==> config.mk <==
export PLATFORM = sky130hd
export DESIGN_NAME = duo_msg_link
export DESIGN_NICKNAME = d
export VERILOG_FILES = /design/src/rtl/duo_link_pkg.sv /design/src/rtl/duo_kick_arb.sv /design/src/rtl/duo_pulse_timer.sv /design/src/rtl/duo_owner_sel.sv /design/src/rtl/duo_msg_link.sv
export SDC_FILE = /design/constraint.sdc
export NUM_CORES = 1
export LEC_CHECK = 0
export CAP_MARGIN = 20
export CORE_MARGIN = 2
export CORE_UTILIZATION = 53
export CTS_CLUSTER_SIZE = 25
export DETAILED_ROUTE_END_ITERATION = 6
export DONT_BUFFER_PORTS = 1
export PLACE_DENSITY = 0.78
export REMOVE_ABC_BUFFERS = 1
export SLEW_MARGIN = 20
export SYNTH_ARGS = -nofsm -noshare
export SYNTH_HDL_FRONTEND = slang
export SYNTH_SLANG_ARGS = --single-unit
==> constraint.sdc <==
create_clock -name clk_i -period 2.65 [get_ports clk_i]
set_clock_uncertainty 0.05 [all_clocks]
set_input_delay 0.53 -clock clk_i [delete_from_list [all_inputs] [get_ports clk_i]]
set_output_delay 0.53 -clock clk_i [all_outputs]
set_load 0.02 [all_outputs]
==> src/rtl/duo_link_pkg.sv <==
package duo_link_pkg;
  typedef enum logic {SIDE_CTL = 1'b0, SIDE_AUX = 1'b1} side_e;
  typedef enum logic [2:0] {
    ST_IDLE  = 3'd0,
    ST_PULSE = 3'd1,
    ST_REQ   = 3'd2,
    ST_ACK   = 3'd3,
    ST_REL   = 3'd4,
    ST_FIN   = 3'd5
  } link_st_e;
endpackage

==> src/rtl/duo_kick_arb.sv <==
module duo_kick_arb
  import duo_link_pkg::*;
(
  input  logic       clk_i,
  input  logic       rst_ni,
  input  logic       idle_i,
  input  side_e      init_i,
  input  logic [1:0] kick_i,
  output logic       grant_vld_o,
  output side_e      grant_side_o
);
  logic [1:0] pend_q, pend_d, want, grant_oh, init_oh;

  always_comb begin
    want         = kick_i | pend_q;
    init_oh      = (init_i == SIDE_AUX) ? 2'b10 : 2'b01;
    grant_vld_o  = idle_i && (|want);
    grant_side_o = want[0] ? SIDE_CTL : SIDE_AUX;
    grant_oh     = want[0] ? 2'b01 : 2'b10;
    if (idle_i) pend_d = grant_vld_o ? (want & ~grant_oh) : 2'b00;
    else        pend_d = pend_q | (kick_i & ~init_oh);
  end

  always_ff @(posedge clk_i or negedge rst_ni) begin
    if (!rst_ni) pend_q <= 2'b00;
    else         pend_q <= pend_d;
  end

  assert_no_self_pend_R4: assert property (@(posedge clk_i) disable iff (!rst_ni)
    !idle_i |-> ((pend_q & init_oh) == 2'b00));
endmodule

==> src/rtl/duo_pulse_timer.sv <==
module duo_pulse_timer #(
  parameter int PULSE_LEN = 4
) (
  input  logic clk_i,
  input  logic rst_ni,
  input  logic clr_i,
  input  logic en_i,
  output logic last_o
);
  localparam int CW = (PULSE_LEN > 1) ? $clog2(PULSE_LEN) : 1;
  localparam logic [CW-1:0] LAST = CW'(PULSE_LEN - 1);

  logic [CW-1:0] cnt_q, cnt_d;

  always_comb begin
    last_o = (cnt_q == LAST);
    cnt_d  = cnt_q;
    if (clr_i)     cnt_d = '0;
    else if (en_i) cnt_d = last_o ? '0 : cnt_q + 1'b1;
  end

  always_ff @(posedge clk_i or negedge rst_ni) begin
    if (!rst_ni) cnt_q <= '0;
    else         cnt_q <= cnt_d;
  end

  assert_cnt_in_range_R2: assert property (@(posedge clk_i) disable iff (!rst_ni)
    cnt_q <= LAST);
endmodule

==> src/rtl/duo_owner_sel.sv <==
module duo_owner_sel (
  input  logic clk_i,
  input  logic rst_ni,
  input  logic idle_i,
  input  logic own_req_i,
  output logic sel_o
);
  logic sel_d;

  always_comb sel_d = idle_i ? own_req_i : sel_o;

  always_ff @(posedge clk_i or negedge rst_ni) begin
    if (!rst_ni) sel_o <= 1'b0;
    else         sel_o <= sel_d;
  end

  assert_sel_held_busy_R8: assert property (@(posedge clk_i) disable iff (!rst_ni)
    !idle_i |=> $stable(sel_o));
endmodule

==> src/rtl/duo_msg_link.sv <==
module duo_msg_link
  import duo_link_pkg::*;
#(
  parameter int DATA_W    = 7,
  parameter int PULSE_LEN = 4
) (
  input  logic              clk_i,
  input  logic              rst_ni,
  input  logic              ctl_kick_i,
  input  logic              ctl_req_i,
  input  logic              ctl_ack_i,
  input  logic [DATA_W-1:0] ctl_data_i,
  output logic [DATA_W-1:0] ctl_data_o,
  output logic              ctl_data_oe_o,
  output logic              ctl_irq_n_o,
  output logic              ctl_rx_stb_o,
  input  logic              ctl_own_i,
  input  logic              aux_kick_i,
  input  logic              aux_req_i,
  input  logic              aux_ack_i,
  input  logic [DATA_W-1:0] aux_data_i,
  output logic [DATA_W-1:0] aux_data_o,
  output logic              aux_data_oe_o,
  output logic              aux_irq_n_o,
  output logic              aux_rx_stb_o,
  output logic              link_req_o,
  output logic              link_ack_o,
  output logic              own_sel_o
);
  link_st_e          state_q, state_d;
  side_e             init_q, init_d, grant_side;
  logic              grant_vld, idle, tmr_clr, tmr_en, tmr_last;
  logic              req_init, ack_rx, word_en;
  logic [DATA_W-1:0] data_init, word_q;
  logic [1:0]        stb_q, stb_d;

  assign idle = (state_q == ST_IDLE);

  duo_kick_arb u_arb (
    .clk_i(clk_i), .rst_ni(rst_ni), .idle_i(idle), .init_i(init_q),
    .kick_i({aux_kick_i, ctl_kick_i}),
    .grant_vld_o(grant_vld), .grant_side_o(grant_side)
  );

  duo_pulse_timer #(.PULSE_LEN(PULSE_LEN)) u_tmr (
    .clk_i(clk_i), .rst_ni(rst_ni), .clr_i(tmr_clr), .en_i(tmr_en),
    .last_o(tmr_last)
  );

  duo_owner_sel u_own (
    .clk_i(clk_i), .rst_ni(rst_ni), .idle_i(idle), .own_req_i(ctl_own_i),
    .sel_o(own_sel_o)
  );

  always_comb begin
    req_init  = (init_q == SIDE_AUX) ? aux_req_i  : ctl_req_i;
    ack_rx    = (init_q == SIDE_AUX) ? ctl_ack_i  : aux_ack_i;
    data_init = (init_q == SIDE_AUX) ? aux_data_i : ctl_data_i;
    state_d   = state_q;
    init_d    = init_q;
    word_en   = 1'b0;
    stb_d     = 2'b00;
    tmr_clr   = 1'b0;
    tmr_en    = 1'b0;
    unique case (state_q)
      ST_IDLE: begin
        tmr_clr = 1'b1;
        if (grant_vld) begin
          state_d = ST_PULSE;
          init_d  = grant_side;
        end
      end
      ST_PULSE: begin
        tmr_en = 1'b1;
        if (tmr_last) state_d = ST_REQ;
      end
      ST_REQ: if (req_init) state_d = ST_ACK;
      ST_ACK: if (ack_rx) begin
        state_d = ST_REL;
        word_en = 1'b1;
        stb_d   = (init_q == SIDE_AUX) ? 2'b01 : 2'b10;
      end
      ST_REL:  if (!req_init) state_d = ST_FIN;
      ST_FIN:  if (!ack_rx)   state_d = ST_IDLE;
      default: state_d = ST_IDLE;
    endcase
  end

  always_ff @(posedge clk_i or negedge rst_ni) begin
    if (!rst_ni) begin
      state_q <= ST_IDLE;
      init_q  <= SIDE_CTL;
      stb_q   <= 2'b00;
    end else begin
      state_q <= state_d;
      init_q  <= init_d;
      stb_q   <= stb_d;
    end
  end

  always_ff @(posedge clk_i or negedge rst_ni) begin
    if (!rst_ni)      word_q <= '0;
    else if (word_en) word_q <= data_init;
  end

  always_comb begin
    aux_irq_n_o   = !((state_q == ST_PULSE) && (init_q == SIDE_CTL));
    ctl_irq_n_o   = !((state_q == ST_PULSE) && (init_q == SIDE_AUX));
    link_req_o    = (state_q == ST_ACK) || (state_q == ST_REL);
    link_ack_o    = (state_q == ST_REL) || (state_q == ST_FIN);
    ctl_data_oe_o = link_req_o && (init_q == SIDE_CTL);
    aux_data_oe_o = link_req_o && (init_q == SIDE_AUX);
    ctl_data_o    = word_q;
    aux_data_o    = word_q;
    ctl_rx_stb_o  = stb_q[0];
    aux_rx_stb_o  = stb_q[1];
  end

  assert_irq_excl_R9: assert property (@(posedge clk_i) disable iff (!rst_ni)
    ctl_irq_n_o || aux_irq_n_o);
  assert_oe_excl_R9: assert property (@(posedge clk_i) disable iff (!rst_ni)
    !(ctl_data_oe_o && aux_data_oe_o));
  assert_req_follows_init_R5: assert property (@(posedge clk_i) disable iff (!rst_ni)
    $rose(link_req_o) |-> $past(req_init));
  assert_stb_on_ack_rise_R6: assert property (@(posedge clk_i) disable iff (!rst_ni)
    $rose(link_ack_o) |-> $onehot(stb_q));
  assert_stb_single_R6: assert property (@(posedge clk_i) disable iff (!rst_ni)
    (|stb_q) |=> (stb_q == 2'b00));
  assert_ack_falls_last_R7: assert property (@(posedge clk_i) disable iff (!rst_ni)
    $fell(link_ack_o) |-> !link_req_o);
endmodule

[Word level (Yosys, flattened, before mapping)]
Cells that the tools add are included.
Storage, ports and cells
  logic and storage cells: 66
  bits of input ports: 23
  output and inout port bits: 23
  register bits: 18
Cells by class
  bitwise operators: 7
  equality and inequality tests: 12
  reductions and logical operators: 14
  muxes and demuxes: 25
  add/sub/neg operators: 1
Operators by type and width (count)
  $mux 2: 10
  $mux 3: 6
  $pmux 3 s6: 1
  $ne 2x2->1 const B: 6
  $mux 1: 7
  $mux 7: 1
  $eq 3x2->1 const B: 2
  $eq 3x3->1 const B: 2
  $reduce_and 6->1: 1
  $logic_and 1x1->1: 5
  $and 2x2->2: 2
  $not 2->2: 2
  $or 2x2->2: 2
  $eq 3x1->1 const B: 1
  $logic_not 3->1: 1
  $add 2x1->2 const B: 1
  $eq 2x2->1 const B: 1
  $logic_not 1->1: 2
  $logic_or 1x1->1: 2
  $reduce_and 2->1: 1
  $reduce_bool 2->1: 1
  $reduce_or 2->1: 1
  $not 1->1: 1

[Logic depth before layout (Yosys ltp)]
  depth after elaboration: 6
  gate-level depth with buffers: 5
  mapped depth without buffers: 4

[Modules after synthesis]
Synthesis repeated with hierarchy kept, for this count alone.
Second synthesis, totals
  cell total of the unflattened synthesis: 89
  area total of the unflattened synthesis: 1071.0 µm²
Modules (own cells, without submodules)
  duo_msg_link: times used 1, cells an instance 70, area each 840.8 µm², sequential area each 325.3 µm²
  duo_pulse_timer: times used 1, cells an instance 8, area each 100.1 µm², sequential area each 50.0 µm²
  duo_kick_arb: times used 1, cells an instance 9, area each 90.1 µm², sequential area each 50.0 µm²
  duo_owner_sel: times used 1, cells an instance 2, area each 40.0 µm², sequential area each 25.0 µm²

[Worst setup path before layout]
No wires, ideal clock.
  kind: flip-flop to output port
  start: register state_q[2]
  end: output port aux_data_oe_o
  stages on the path, launching flop included: 4
  setup slack: 0.916 ns
  data arrival time: 1.154 ns
  required time: 2.070 ns
  buffers on the path: 0
  cell sequence: dfrtp_1 -> nand3b_1 -> a21boi_1 -> nor2b_1
On the way
  longest elaborated chain between the ends: 3
  elaborated cells on any way between the ends: 4
  classes of those cells: 2 x eq/ne; 2 x reduce/logical
Ends and longest elaborated chain
  start: declaration: RTL line duo_msg_link.sv:30  | link_st_e state_q, state_d;
  start signal: assignment: RTL line duo_msg_link.sv:95  | state_q <= state_d;
  $eq 3x2->1 or $eq 3x3->1 (tied branches): RTL line duo_msg_link.sv:109  | link_req_o = (state_q == ST_ACK) || (state_q == ST_REL);
  $logic_or 1x1->1 *: RTL line duo_msg_link.sv:109
  $logic_and 1x1->1 *: RTL line duo_msg_link.sv:112  | aux_data_oe_o = link_req_o && (init_q == SIDE_AUX);
  end: declaration: RTL line duo_msg_link.sv:23  | output logic aux_data_oe_o,
Every way passes the cells marked *; elsewhere a longest branch is shown, timed or not.

[Final worst setup path]
  start: register state_q[0]
  end: output port aux_data_oe_o
Same word-level chain as after synthesis.

==> metrics.md <==
| Metric | Value |
|---|---|
| Die width | approximately 47 um |
| Initial core utilization | 0.573 |
| Post-route cell area | around 1000 um2 |
| Commonest non-fill, non-tap cell in the layout | dfrtp_1 |
| Starting DRC count in detailed routing | 11 |
| Hold Fails Final Rpt | 0 |
| Register area share after synthesis | 0.450 |
| Leakage | around 0.44 nW |
| Antenna-violating nets left | 0 |
| IO Count | 46 |
| Vias in the first global route | 541 |
| Fillers | 167 |
| CTS hold repair buffers | 1 |
| Routability cong. | 0.807 |
| #FFs+latches synth | 18 |
| Routed len/inst | 14.1 um |
| Die Footprint | 2250 um2 |
| HPWL Detailed | 1.16 mm |
| CP Capture Type | output port |
| Syn avg cell area | 10.8 um2 |
| Synthesized area | 1000 um2 |
| Placed Area | 951 um2 |
| CP max stage delay | 580 ps |
| Grt total ovfl | 0 |
| CTS H-tree lvls | 1 |
| Met3 Usage GRT | 0.0302 |
| Startpoint types | flop |
| Core region area | about 1700 um2 |
| Final min period | 2280 ps |
| Final Max Slew Viols | 0 |
| FP Rows | 15 |
| Chip height | 47.5 um |
| Iteration count of the initial detailed-routing pass | 5 |
| Synth cell types | 29 |
| GR peak layer | met2 |
| Area contributors post-synth | dfrtp_1 (45%), mux2_2 (9.0%), mux2_1 (7.9%) |
| Status | finished, final reports clean |
| Peak supply drop | between 0.7 and 0.8 mV |
| Most frequent cells in the layout | dfrtp_1 (18), nor2_1 (9), mux2_2 (8), mux2_1 (7), nand2_1 (6) |
| Slowest CP cell | dfrtp_1 |
| Detailed-route DRC error count | 0 |
| PwrDens | 1390 nW/um2 |
| Yosys warning count | 0 |
| CTS buffer count | 3 |
| First-pass GRT wire length | about 2.4 mm |
| Pwr Total | about 1.4 mW |
| Worst-Margin Slew | about 780 ps |
| # nets final | 111 |
| Critical path class | flop to output port |
| Unrepaired setup endpoints after global routing | no |
| MaxCap Viol Count | 0 |
| Via count | 628 |
| Initial antenna violation count | 0 |
| CTS tree | done |
| Hold Crit Class | input pin to flop |
| Period Utilization, post-route | 0.861 |
| FF+latch area | 450 um2 |
| Largest area contributor in the netlist | dfrtp_1 |
| Setup bufs post-CTS | 0 |
| Multi-input logic area | roughly 460 um2 |
| M2 GR Usage | 0.241 |
| Clock Pin Slew Worst Setup and Hold Paths | 100 ps |
| Fmax | 438 MHz |
| Worst EP required | 2070 ps |
| Worst-Skew Late Latency | a little under 300 ps |
| N_diodes | 0 |
| Synth top area share | 0.450 |
| Drt via density | ~5.7 |
| PortBufs | 0 |
| Met1 usage | 0.217 |
| Max clock buf depth | 2 |
| Root Buffer | clkbuf_4 |
| Final wirelength | between 1.5 and 2 mm |
| Setup-failing EPs final | 0 |
| Layout cells sized above 1 | 0.174 |
| Clock sinks | 18 |
| Worst endpoint data arrival time | 1700 ps |
| Total GRT Usage | 0.156 |
| Total negative slack | 0 ps |
| Relative slew slack | 0.476 |
| PostCTS Resize Cnt | 0 |
| Crit-path cells | nand3b_1 > a21boi_1 > nor2b_1 |
| Fin Hold WS | 295 ps |
| Cells after Synth | 93 |
| Largest net degree at the start of global routing | 19 |
| Layout area overhead | -0.375% |
| Critical-path maximum fanout | 11 |
==> path summary, 6_finish.rpt <==
| check | start | end | slack (ps) | cells after the start |
|---|---|---|---|---|
| worst max register to register | init_q | aux_data_o[1] | 850 | 3 |
| min in group asynchronous | rst_ni | aux_data_o[2] | 700 | 1 |
| worst min-delay path | ctl_ack_i | stb_q[0] | 290 | 2 |
| max in group asynchronous | rst_ni | u_arb.pend_q[1] | 1360 | 1 |
| worst max-delay path | state_q[0] | aux_data_oe_o | 370 | 3 |
| worst min register to register | u_tmr.cnt_q[1] | u_tmr.cnt_q[1] | 470 | 2 |
==> metal layers <==
layer  up-vias  wire, um
li1        300         -
met1       293       697
met2        31       686
met3         4       158
met4         0        18
met5         -         0
==> layout make-up <==
type | count | share of cell area
inverter | 2 | 0.00753
tap | 25 | 0.0314
timing repair buffer | 1 | 0.0100
multi-input combinational | 61 | 0.463
sequential | 18 | 0.452
clock buffer | 4 | 0.0364
==> per-stage QoR <==
| step | setup WS, ps | utilization | std cells |
|---|---|---|---|
| after floorplan | 808 | - | 81 |
| after global placement | 740 | 0.545 | 106 |
| after detailed placement | 694 | 0.545 | 106 |
| after CTS | 367 | 0.571 | 111 |
| after global routing | 227 | 0.571 | 111 |
| final | 368 | 0.571 | 111 |
==> Yosys cell counts, drive strengths merged <==
cell,instances
dfrtp,18
mux2,15
buf,10
nor2,10
nand2,6
o21ai,5
a21oi,4
mux2i,4
nor2b,3
clkbuf,2
inv,2
nand3b,2
a21boi,1
a21o,1
a31oi,1
a32o,1
ha,1
nand2b,1
nand3,1
nor3,1
nor3b,1
o21a,1
o31ai,1
or3,1
==> logic make-up after synthesis <==
group,after synthesis,synth area share
flip-flops,18,0.450
AO/OA/AOI/OAI,15,0.0913
buffers and inverters,14,0.0888
AND/OR/NAND/NOR,26,0.136
multiplexers,19,0.221
adder cells (fa/ha/maj),1,0.0125
==> registers in the layout, indices dropped and copies added (netlist names) <==
signal        flops
state_q           3
u_own.sel_o       1
aux_data_o        7
init_q            1
u_tmr.cnt_q       2
stb_q             2
u_arb.pend_q      2
==> where the power goes <==
part           switching (mW)  internal (mW)
Combinational           0.246          0.239
Clock                  0.0816         0.0838
Sequential              0.334          0.396
==> critical path, delay by kind of cell, from the launching register on <==
kind / cells / cell delay [ps]
AOI/OAI and AO/OA: 1 / 210
DFF: 1 / 580
and+or+nand+nor: 2 / 610
Power figures use the tool's default switching activity.
